==> src/rtl/pwrbtn_pkg.sv <==
package pwrbtn_pkg;
  localparam int DW = 8;
  localparam logic ADDR_STS = 1'b0;
  localparam logic ADDR_EN  = 1'b1;
  localparam int BIT_PRESS = 0;
  localparam int BIT_OVR   = 1;
  localparam int BIT_OFF   = 7;

  typedef struct packed {
    logic ovr;
    logic press;
  } evt_bits_t;
endpackage

==> src/rtl/pb_debounce.sv <==
module pb_debounce #(
  parameter int DEB_TICKS = 20
) (
  input  logic clk,
  input  logic rst_n,
  input  logic tick,
  input  logic btn_n,
  output logic pressed,
  output logic press_pulse
);
  localparam int CW = $clog2(DEB_TICKS + 1);

  logic [1:0]    sync_q;
  logic [CW-1:0] cnt_q;
  logic          raw_pressed, mismatch, flip;

  assign raw_pressed = ~sync_q[1];
  assign mismatch    = raw_pressed != pressed;
  assign flip        = tick && mismatch && (cnt_q == CW'(DEB_TICKS - 1));
  assign press_pulse = flip && !pressed;

  always_ff @(posedge clk) begin
    if (!rst_n) begin
      sync_q  <= 2'b11;
      cnt_q   <= '0;
      pressed <= 1'b0;
    end else begin
      sync_q <= {sync_q[0], btn_n};
      if (!mismatch) begin
        cnt_q <= '0;
      end else if (tick) begin
        if (flip) begin
          cnt_q   <= '0;
          pressed <= ~pressed;
        end else begin
          cnt_q <= cnt_q + 1'b1;
        end
      end
    end
  end
endmodule

==> src/rtl/pb_hold_timer.sv <==
module pb_hold_timer #(
  parameter int HOLD_TICKS = 4001
) (
  input  logic clk,
  input  logic rst_n,
  input  logic tick,
  input  logic pressed,
  input  logic press_pulse,
  input  logic sys_on,
  output logic hold_done
);
  localparam int HW = $clog2(HOLD_TICKS + 1);

  logic [HW-1:0] cnt_q;
  logic          armed_q, fired_q, counting;

  assign counting  = tick && pressed && armed_q && !fired_q;
  assign hold_done = counting && (cnt_q == HW'(HOLD_TICKS - 1));

  always_ff @(posedge clk) begin
    if (!rst_n) begin
      cnt_q   <= '0;
      armed_q <= 1'b0;
      fired_q <= 1'b0;
    end else if (press_pulse) begin
      cnt_q   <= '0;
      armed_q <= sys_on;
      fired_q <= 1'b0;
    end else if (!pressed) begin
      cnt_q   <= '0;
      armed_q <= 1'b0;
      fired_q <= 1'b0;
    end else if (counting) begin
      if (hold_done) fired_q <= 1'b1;
      else           cnt_q   <= cnt_q + 1'b1;
    end
  end
endmodule

==> src/rtl/pb_regs.sv <==
module pb_regs
  import pwrbtn_pkg::*;
(
  input  logic          clk,
  input  logic          rst_n,
  input  logic          reg_wr,
  input  logic          reg_addr,
  input  logic [DW-1:0] reg_wdata,
  output logic [DW-1:0] reg_rdata,
  input  logic          press_pulse,
  input  logic          hold_done,
  output logic          sys_on,
  output logic          sci,
  output logic          ovr_en,
  output logic          soft_off_cmd,
  output evt_bits_t     sts
);
  evt_bits_t en_q;
  logic      wr_sts, wr_en, force_off;
  logic      unused_wdata;

  assign wr_sts       = reg_wr && (reg_addr == ADDR_STS);
  assign wr_en        = reg_wr && (reg_addr == ADDR_EN);
  assign soft_off_cmd = wr_en && reg_wdata[BIT_OFF];
  assign force_off    = hold_done && en_q.ovr;
  assign ovr_en       = en_q.ovr;
  assign unused_wdata = ^reg_wdata[BIT_OFF-1:BIT_OVR+1];

  always_ff @(posedge clk) begin
    if (!rst_n) begin
      sys_on <= 1'b0;
      sts    <= '0;
      en_q   <= '0;
    end else begin
      if (press_pulse && !sys_on)        sys_on <= 1'b1;
      else if (force_off || soft_off_cmd) sys_on <= 1'b0;
      sts.press <= (sts.press & ~(wr_sts & reg_wdata[BIT_PRESS])) | press_pulse;
      sts.ovr   <= (sts.ovr & ~(wr_sts & reg_wdata[BIT_OVR])) | force_off;
      if (wr_en) begin
        en_q.press <= reg_wdata[BIT_PRESS];
        en_q.ovr   <= reg_wdata[BIT_OVR];
      end
    end
  end

  assign sci = (sts.press & en_q.press) | (sts.ovr & en_q.ovr);

  always_comb begin
    reg_rdata = '0;
    if (reg_addr == ADDR_STS) begin
      reg_rdata[BIT_PRESS] = sts.press;
      reg_rdata[BIT_OVR]   = sts.ovr;
    end else begin
      reg_rdata[BIT_PRESS] = en_q.press;
      reg_rdata[BIT_OVR]   = en_q.ovr;
    end
  end
endmodule

==> src/rtl/pwrbtn_ctrl.sv <==
module pwrbtn_ctrl
  import pwrbtn_pkg::*;
#(
  parameter int DEB_TICKS  = 20,
  parameter int HOLD_TICKS = 4001
) (
  input  logic          clk,
  input  logic          rst_n,
  input  logic          tick,
  input  logic          btn_n,
  input  logic          reg_wr,
  input  logic          reg_addr,
  input  logic [DW-1:0] reg_wdata,
  output logic [DW-1:0] reg_rdata,
  output logic          sys_on,
  output logic          sci
);
  logic      pressed, press_pulse, hold_done, ovr_en, soft_off_cmd;
  evt_bits_t sts;

  pb_debounce #(.DEB_TICKS(DEB_TICKS)) u_deb (
    .clk(clk), .rst_n(rst_n), .tick(tick), .btn_n(btn_n),
    .pressed(pressed), .press_pulse(press_pulse)
  );

  pb_hold_timer #(.HOLD_TICKS(HOLD_TICKS)) u_hold (
    .clk(clk), .rst_n(rst_n), .tick(tick), .pressed(pressed),
    .press_pulse(press_pulse), .sys_on(sys_on), .hold_done(hold_done)
  );

  pb_regs u_regs (
    .clk(clk), .rst_n(rst_n), .reg_wr(reg_wr), .reg_addr(reg_addr),
    .reg_wdata(reg_wdata), .reg_rdata(reg_rdata),
    .press_pulse(press_pulse), .hold_done(hold_done),
    .sys_on(sys_on), .sci(sci), .ovr_en(ovr_en),
    .soft_off_cmd(soft_off_cmd), .sts(sts)
  );
endmodule

==> config.mk <==
export PLATFORM = sky130hd
export DESIGN_NAME = pwrbtn_ctrl
export DESIGN_NICKNAME = d
export VERILOG_FILES = /design/src/rtl/pwrbtn_pkg.sv /design/src/rtl/pb_debounce.sv /design/src/rtl/pb_hold_timer.sv /design/src/rtl/pb_regs.sv /design/src/rtl/pwrbtn_ctrl.sv
export SDC_FILE = /design/constraint.sdc
export NUM_CORES = 1
export LEC_CHECK = 0
export ABC_AREA = 1
export CORE_MARGIN = 2
export CORE_UTILIZATION = 25
export CTS_CLUSTER_DIAMETER = 100
export DETAILED_ROUTE_END_ITERATION = 10
export DONT_BUFFER_PORTS = 1
export PLACE_DENSITY = 0.43
export SLEW_MARGIN = 20
export SYNTH_ARGS = -nofsm -noshare
export SYNTH_HDL_FRONTEND = slang
export SYNTH_HIERARCHICAL = 1
export SYNTH_SLANG_ARGS = --single-unit
export TNS_END_PERCENT = 30
==> constraint.sdc <==
create_clock -name clk -period 2.3 [get_ports clk]
set_input_delay 0.345 -clock clk [delete_from_list [all_inputs] [get_ports clk]]
set_output_delay 0.345 -clock clk [all_outputs]
set_load 0.01 [all_outputs]
=== Word-level counts from Yosys, hierarchy flattened ===
Index checks and enable logic that the tools add are counted.

* Add/subtract/negate cells: 2
* Equality and inequality tests: 4
* Muxes and demuxes: 6
* Bitwise operators: 16
* Reductions and logical operators: 22

{| class="wikitable"
|+ Operator list
! cell !! count
|-
| $add 12x1->12 const B || 1
|-
| $eq 12x12->1 const B || 1
|-
| $logic_and 1x1->1 || 12
|-
| $not 1->1 || 7
|-
| $and 1x1->1 || 6
|-
| $reduce_and 2->1 || 3
|-
| $add 5x1->5 const B || 1
|-
| $eq 5x5->1 const B || 1
|-
| $mux 5 || 1
|-
| $mux 1 || 4
|-
| $logic_not 1->1 || 3
|-
| $or 1x1->1 || 3
|-
| $reduce_and 3->1 || 1
|-
| $reduce_or 3->1 || 1
|-
| $mux 2 || 1
|-
| $ne 2x1->1 const B || 1
|-
| $reduce_bool 2->1 || 1
|-
| $logic_or 1x1->1 || 1
|-
| $ne 1x1->1 || 1
|}

* Bits in registers: 27
* Bits of input ports: 14

=== Depth between registers and ports, before layout ===
Gate-level depths: netlist (run 1).

* Depth after elaboration: 8
* Depth in mapped cells: 9

=== Cells and area by module ===
Netlist (run 1), hierarchy kept.

{| class="wikitable"
|+ Modules (own cells, without submodules)
! module !! instances !! cells an instance !! area each (sq um)
|-
| pb_hold_timer || 1 || 134 || 887.1
|-
| pb_debounce || 1 || 46 || 402.9
|-
| pb_regs || 1 || 42 || 277.8
|}

=== Worst setup path after synthesis (run 1) ===
Ideal clock, no wire load.

* Path type: register to register
* Start: register u_deb.cnt_q[0]
* End: register u_hold.cnt_q[11]
* Setup time: 137 ps
* Arrival time: 1419 ps
* Required time: 2163 ps
* Slack: 744 ps
* Stages on the path, launching flop included: 10
* Clock period less this slack: 1556 ps
* Cells stage by stage: dfxtp_1 ha_1 nand2_1 inv_1 nand4_2 inv_1 inv_1 nand3_1 buf_1 a21oi_1

* Longest elaborated chain between the ends: 4

{| class="wikitable"
|+ Ends and longest elaborated chain
! what !! line !! source
|-
| from (decl) || pb_debounce.sv:14 || <nowiki>logic [CW-1:0] cnt_q;</nowiki>
|-
| from (signal assigned) || pb_debounce.sv:36 || <nowiki>cnt_q <= cnt_q + 1'b1;</nowiki>
|-
| $eq 5x5->1 || pb_debounce.sv:19 || <nowiki>assign flip = tick && mismatch && (cnt_q == CW'(DEB_TICKS - 1));</nowiki>
|-
| $logic_and 1x1->1 || pb_debounce.sv:19 ||
|-
| $logic_and 1x1->1 || pb_debounce.sv:20 || <nowiki>assign press_pulse = flip && !pressed;</nowiki>
|-
| via press_pulse || pwrbtn_ctrl.sv:18 || <nowiki>logic pressed, press_pulse, hold_done, ovr_en, soft_off_cmd;</nowiki>
|-
| $reduce_or 3->1 (no line) || n/a ||
|-
| to (signal assigned) || pb_hold_timer.sv:35 || <nowiki>else cnt_q <= cnt_q + 1'b1;</nowiki>
|-
| to (decl) || pb_hold_timer.sv:14 || <nowiki>logic [HW-1:0] cnt_q;</nowiki>
|}

The timed path passes the listed nets, and every way through them passes these cells.
A chain may end at the register's enable or synchronous reset.

=== Worst setup path in the final report (run 1) ===
* Start: register u_hold.cnt_q[0]
* End: register u_hold.cnt_q[7]

* Longest elaborated chain between the ends: 4

{| class="wikitable"
|+ Ends and longest elaborated chain
! what
|-
| branches (longest 4 deep; another with $add 12x1->12)
|}

Several ways; the timed one is not identified.

==> parameters.txt, run 1 <==
Parameter                              Value

Layout
  Multi-input gate area in the final layout ... between 800 and 900 µm²
  Filler Cells Inserted ... 679
  Proportion of layout cells with a drive suffix above 1 ... around 14%
  Final net count ... 239
  Synth-to-layout area growth ... 5.28%
  Number of standard cells in the final layout excluding fillers ... 296
  Count of antenna diodes in the layout ... 0
  Storage element area ... 541 µm²

Floorplan
  Y dimension of the die ... 83.1 µm
  Area enclosed by the die boundary ... a little under 7000 µm²
  I/O pin total ... 24
  Die Width ... 83.1 µm
  Starting Density ... 26.1%
  Total number of placement rows ... 28
  Area inside the core boundary ... 5990 µm²

Timing
  Total setup violations reported at the end of the flow ... 0
  Crit path time final ... 1640 ps
  Final hold violation count ... 0
  Unrepaired setup endpoints after global routing ... false
  Setup total negative slack ... 0 ps
  Final worst clock skew ... 12.7 ps
  Peak Freq ... 609 MHz
  Slew Viols, Final ... 0
  Portion of the clock cycle consumed by the worst path in the final layout ... 71.4%

Place
  Total of buffers placed on input and output ports ... 0
  DP Wirelength ... 2190 µm
  Placed cell count ... 292
  Weighted congestion at the end of routability-driven global placement ... 0.736

Yosys
  Avg Inst Size Synth ... 7.08 µm²
  Yosys synthesis warning count ... 6
  Netlist Area Pre-Place ... 1560 µm²
  Gate count of the mapped netlist ... 221

Critical path
  Delay of the slowest cell on the worst path ... between 400 and 500 ps
  Buf/Inv on CP ... 1
  Worst setup SP type ... flop
  Critical Path Most Common Cell ... sky130_fd_sc_hd__a21oi_2
  Highest net fanout along the worst path ... 9
  Kind of cell adding the most delay to the critical path ... compound AO/OA/AOI/OAI gates
  WP data required ... about 2500 ps
  Cell with the largest stage delay on the worst path ... sky130_fd_sc_hd__dfxtp_1
  Crit Path Category ... flop to flop
  Data arrival time of the critical path ... around 1900 ps
  Element type at the critical path end ... flop
  Cell chain of the critical path ... inv_1 -> ha_1 -> nand3_1 -> nor2_4 -> a21oi_2 -> nand2_1 -> a21oi_2

Clocking
  Deepest clock path buffer count ... 2
  Count of H-tree levels built during CTS ... 1
  TritonCTS clock tree ... yes
  Number of clock buffers inserted by TritonCTS ... 3
  Number of setup buffers added after CTS ... 0
  Clock latency at the later pin of the worst-skew pair ... 280 ps
  Clock Pin Slew Worst Setup and Hold Paths ... around 110 ps
  Root buffer selected by CTS ... sky130_fd_sc_hd__clkbuf_8
  Sinks on the clock net ... 27
  Post-cts hold buffer count ... 0
  Quantity of gates resized following cts ... 0

Routing
  Number of iterations in the first detailed-routing pass ... 4
  Antenna viol nets, final ... 0
  DRT iter0 DRCs ... 60
  Detailed-route vias per instance ... around 4.2
  Residual DRC ... 0
  Number of vias after detailed routing ... 1232
  Wire length reported by the detailed router ... 2950 µm
  WL/cell ... 9.98 µm

Global route
  Largest net degree at the start of global routing ... 17
  Final global-route overflow total ... 0
  All-layer global routing usage ... around 9%
  Initial antenna violation count ... 0
  Vias in the first global route ... between 1000 and 1500
  First-pass GRT wire length ... between 5000 and 6000 µm

Outcome
  Outcome ... finished clean

Min path
  Hold Crit Class ... input pin to flop

Power and ir drop
  Leakage power summed over all cells ... ~0.6 nW
  Power per cell area ... 477 nW/µm²
  Peak VDD IR ... 220 µV

Flow run
  Max-cap violations ... 0
[cell usage in the layout (no fill, tap or decap), types with 4 or more instances in the layout]
master                     n
sky130_fd_sc_hd__inv_2     4
sky130_fd_sc_hd__nand2_2   4
sky130_fd_sc_hd__nand4_1   6
sky130_fd_sc_hd__a21oi_1  13
sky130_fd_sc_hd__inv_1    20
sky130_fd_sc_hd__xor2_1    7
sky130_fd_sc_hd__nand3_1  14
sky130_fd_sc_hd__nand2_1  65
sky130_fd_sc_hd__conb_1    6
sky130_fd_sc_hd__o21ai_0   4
sky130_fd_sc_hd__dfxtp_1  27
sky130_fd_sc_hd__a21oi_2   7
sky130_fd_sc_hd__nor2_1   18
[registers in the layout, summed over array words and instances (netlist names)]
signal	flops
u_deb/cnt_q	5
u_deb/pressed	1
u_deb/sync_q	2
u_hold/armed_q	1
u_hold/cnt_q	12
u_hold/fired_q	1
u_regs/en_q	1
u_regs/ovr_en	1
u_regs/sts	2
u_regs/sys_on	1
[per-stage QoR]
step / utilization [%] / setup WS, ps / instance area [µm²] / total power, mW / hold slack [ps]
floorplan: - / 744 / 1580 / 0.518 / 393
global placement: 26.7 / 625 / 1600 / 0.511 / 395
detailed placement: 26.7 / 603 / 1600 / 0.510 / 399
CTS: 27.5 / 583 / 1650 / 0.813 / 157
global route: 27.5 / 400 / 1650 / 0.834 / 157
finish: 27.5 / 659 / 1650 / 0.786 / 170
[power by group]
| part | switching, mW | internal [mW] | leakage [nW] |
|---|---|---|---|
| combinational | 0.0164 | 0.00873 | 0.375 |
| clock | 0.163 | 0.123 | 0.0217 |
| sequential | 0.00283 | 0.471 | 0.218 |
| total | 0.182 | 0.603 | 0.615 |
[path summary, 6_finish.rpt]
| check | startpoint | slack, ps | depth (start not counted) | endpoint |
|---|---|---|---|---|
| max | u_hold/cnt_q[0] | 660 | 7 | u_hold/cnt_q[7] |
| min | btn_n | 170 | 1 | u_deb/sync_q[0] |
| max reg2reg | u_hold/cnt_q[0] | 660 | 7 | u_hold/cnt_q[7] |
| min reg2reg | u_deb/sync_q[0] | 420 | 1 | u_deb/sync_q[1] |
[cell type report]
class                           instances  share of cell area, %
Sequential cell                        27                   32.8
Multi-Input combinational cell        164                   52.4
Inverter                               25                   5.70
Clock inverter                          1                  0.456
Tap cell                               75                   5.70
Clock buffer                            3                   2.51
Timing Repair Buffer                    1                  0.456
[layer usage]
| metal | share of wire (%) | track usage, % | vias to the layer above |
|---|---|---|---|
| li1 | - | - | 683 |
| met1 | 52 | 12.5 | 531 |
| met2 | 44 | 15.2 | 16 |
| met3 | 3.4 | 1.69 | 2 |
| met4 | 0.41 | 2.24 | 0 |
| met5 | 0 | 0 | - |
No activity file was read; power rests on OpenSTA's default activity.
==> run 2: changes to the inputs <==
PLACE_DENSITY = 0.45   (was 0.43)
clock period = 1.5 ns   (was 2.3 ns; I/O delays follow)
==> run 2 against run 1 <==
Effect of this change: register-to-register slack got worse by 520 ps; first-iteration DRC count fell by 20%; worst hold slack got worse by 120 ps; cell count rose by 3.0%; clock skew fell by 8.7 ps; sequential power rose by 54%; total power rose by 54%; critical endpoint is now u_hold/cnt_q[3]; clock power rose by 56%.
==> parameters.txt, run 2 (synthesized netlist as in run 1, its figures left out) <==
Parameter                              Value

Outcome
  Outcome ... finished clean

Critical path
  Data arrival time of the critical path ... 1540 ps (-330 ps)
  Beginning of the worst register-to-register path ... u_deb/cnt_q[0]
  Cell depth of the worst flop-to-flop path ... 9 (+2)
  Highest net fanout along the worst path ... 6 (-3)
  Crit Path Category ... flop to flop
  Worst reg-to-reg setup slack ... 140 ps (-520 ps)
  Element type at the critical path end ... flop
  WP data required ... 1680 ps (-840 ps)
  Critical register-to-register path endpoint ... u_hold/cnt_q[3]
  Worst setup SP type ... flop

Clocking
  TritonCTS clock tree ... yes
  Clock Pin Slew Worst Setup and Hold Paths ... 100 ps (about the same)
  Root buffer selected by CTS ... sky130_fd_sc_hd__clkbuf_8
  Sinks on the clock net ... 27 (unchanged)
  Clock latency at the later pin of the worst-skew pair ... 280 ps (about the same)
  Number of clock buffers inserted by TritonCTS ... 3 (unchanged)
  Deepest clock path buffer count ... 2 (unchanged)
  Count of H-tree levels built during CTS ... 1 (unchanged)

Place
  Placed cell count ... 298 (+2.1%)
  Total of buffers placed on input and output ports ... 0 (unchanged)
  DP Wirelength ... 2260 µm (+3.3%)
  Weighted congestion at the end of routability-driven global placement ... 0.734 (-0.15%)

Routing
  Wire length reported by the detailed router ... 3230 µm (+9.2%)
  Metal2 WL ... 1470 µm (+12%)
  Total met3 wirelength after detailed routing ... 125 µm (+25%)
  Residual DRC ... 0 (unchanged)
  Number of iterations in the first detailed-routing pass ... 4 (unchanged)
  Highest metal used ... met4
  Detailed-route vias per instance ... 4.31 (+3.6%)
  Met1 wire length ... 1610 µm (+5.4%)
  WL/cell ... 10.6 µm (+6.0%)
  DRT iter0 DRCs ... 48 (-20%)
  Antenna viol nets, final ... 0 (unchanged)
  Number of vias after detailed routing ... 1315 (+6.7%)

Power and ir drop
  Post-layout power ... 1.21 mW (+54%)
  Leakage power summed over all cells ... 0.677 nW (+10%)
  Int Pwr ... 0.931 mW (+54%)
  Peak VDD IR ... 600 µV (+170%)
  Proportion of power drawn by flip-flops and latches ... 60.0% (-0.4 points)
  Clock network fraction of total power ... 36.8% (+0.4 points)
  Part of the power in combinational logic ... 3.2% (about the same)
  Net switching power figure ... 0.281 mW (+54%)
  Power per cell area ... 676 nW/µm² (+42%)
  Switching part of the total power ... 23.2% (-0.028 points)

Layout
  Number of standard cells in the final layout excluding fillers ... 305 (+3.0%)
  Count of antenna diodes in the layout ... 0 (unchanged)
  Commonest cells after routing, fill and taps aside ... sky130_fd_sc_hd__nand2_1 (65), sky130_fd_sc_hd__dfxtp_1 (24), sky130_fd_sc_hd__nor2_1 (18)
  Max reg flops ... 12 (unchanged)
  Biggest registers after layout ... u_hold/cnt_q x12, u_deb/cnt_q x5
  Register with the highest flop count ... u_hold/cnt_q
  Synth-to-layout area growth ... 14.6%
  Final core occ ... 29.9% (+2.4 points)
  Proportion of layout cells with a drive suffix above 1 ... 23.0% (+8.6 points)
  Filler Cells Inserted ... 666 (-1.9%)
  Leading cell type in the layout, fill and taps excluded ... sky130_fd_sc_hd__nand2_1
  Final net count ... 248 (+3.8%)

Floorplan
  I/O pin total ... 24 (unchanged)
  Die Width ... 83.1 µm (unchanged)
  Starting Density ... 26.1% (unchanged)
  Area enclosed by the die boundary ... 6900 µm² (unchanged)
  Total number of placement rows ... 28 (unchanged)
  Area inside the core boundary ... 5990 µm² (unchanged)
  Y dimension of the die ... 83.1 µm (unchanged)

Min path
  Hold Crit Class ... input pin to flop
  Depth of the worst hold-timing path ... 1 (unchanged)
  Source of the worst hold timing path ... btn_n
  Destination of the worst hold path ... u_deb/sync_q[0]

Timing
  Crit path time final ... 1360 ps (-281 ps)
  Slew Viols, Final ... 0 (unchanged)
  Final worst clock skew ... 3.99 ps (-8.69 ps)
  Total setup violations reported at the end of the flow ... 0 (unchanged)
  Portion of the clock cycle consumed by the worst path in the final layout ... 90.7% (+19 points)
  Final hold violation count ... 0 (unchanged)
  Unrepaired setup endpoints after global routing ... false
  Peak Freq ... 735 MHz (+21%)
  Setup total negative slack ... 0 ps (unchanged)

Global route
  All-layer global routing usage ... 9.72% (+0.49 points)
  Vias in the first global route ... 1334 (+8.6%)
  Initial antenna violation count ... 0 (unchanged)
  First-pass GRT wire length ... 5710 µm (+4.7%)
  Largest net degree at the start of global routing ... 18 (+1)
  Final global-route overflow total ... 0 (unchanged)

Flow run
  Max-cap violations ... 0 (unchanged)
run 2: changes by cell type in the layout (fill, tap and decap cells not counted), sizes merged:
cell and delta:
nand2 +1, buf +7, clkbuf +1, clkinvlp -1, inv +1
run 2: worst max path at each step:
stage	start	end	slack, ps	cells past startpoint
floorplan	u_deb/cnt_q[0]	u_hold/cnt_q[11]	80	9
global placement	u_deb/cnt_q[0]	u_hold/fired_q	90	9
detailed placement	u_deb/cnt_q[0]	u_hold/fired_q	90	9
CTS	u_deb/cnt_q[1]	u_hold/cnt_q[9]	60	9
global route	u_deb/cnt_q[0]	u_hold/fired_q	20	9
finish	u_deb/cnt_q[0]	u_hold/cnt_q[3]	140	9
run 2: metal layers:
metal	global-route usage [%]	vias up
met4	1.94	0
li1	-	708
met3	2.98	2
met2	16.1	16
met5	0	-
met1	12.5	589
run 2: cell type report:
class	instances	area, µm²	area share (%)
inverters	25	93.8	5.23
clock buffers	3	41.3	2.30
multi-input cells	165	913	50.9
repair buffers	9	97.6	5.44
clock inverters	1	8.76	0.488
well taps	75	93.8	5.23
flip-flops and latches	27	544	30.4
run 2: critical path, cell delays in order, from the launching register on:
cell	delay (ps)
sky130_fd_sc_hd__dfxtp_2	350
sky130_fd_sc_hd__ha_2	190
sky130_fd_sc_hd__nand2_1	60
sky130_fd_sc_hd__inv_1	100
sky130_fd_sc_hd__nand4_2	130
sky130_fd_sc_hd__inv_1	100
sky130_fd_sc_hd__inv_2	60
sky130_fd_sc_hd__nand3_4	80
sky130_fd_sc_hd__clkbuf_16	160
sky130_fd_sc_hd__a21oi_1	40
run 2: power by group through the flow:
stage | sequential, mW | combinational [mW] | clock (mW)
after floorplan | 0.743 | 0.0517 | 0
after global placement | 0.744 | 0.0389 | 0
after detailed placement | 0.744 | 0.0390 | 0
after CTS | 0.728 | 0.0392 | 0.475
after global routing | 0.729 | 0.0453 | 0.506
final | 0.728 | 0.0389 | 0.446
run 2: what timing repair did:
item / 4_1_cts / 5_1_grt
buffers inserted: 0 / 1
gates resized for setup: 0 / 14
hold buffers: 0 / 0
setup endpoints to repair: 0 / 15
hold endpoints to repair: 0 / 0
run 2: per-stage QoR:
stage                     hold WS, ps  worst slack, ps  area (µm²)
after floorplan                   332             81.2        1580
after global placement            335             94.3        1660
after detailed placement          338             92.4        1660
after CTS                        33.0             64.9        1710
after global routing             22.8             20.1        1790
final                            47.1              139        1790
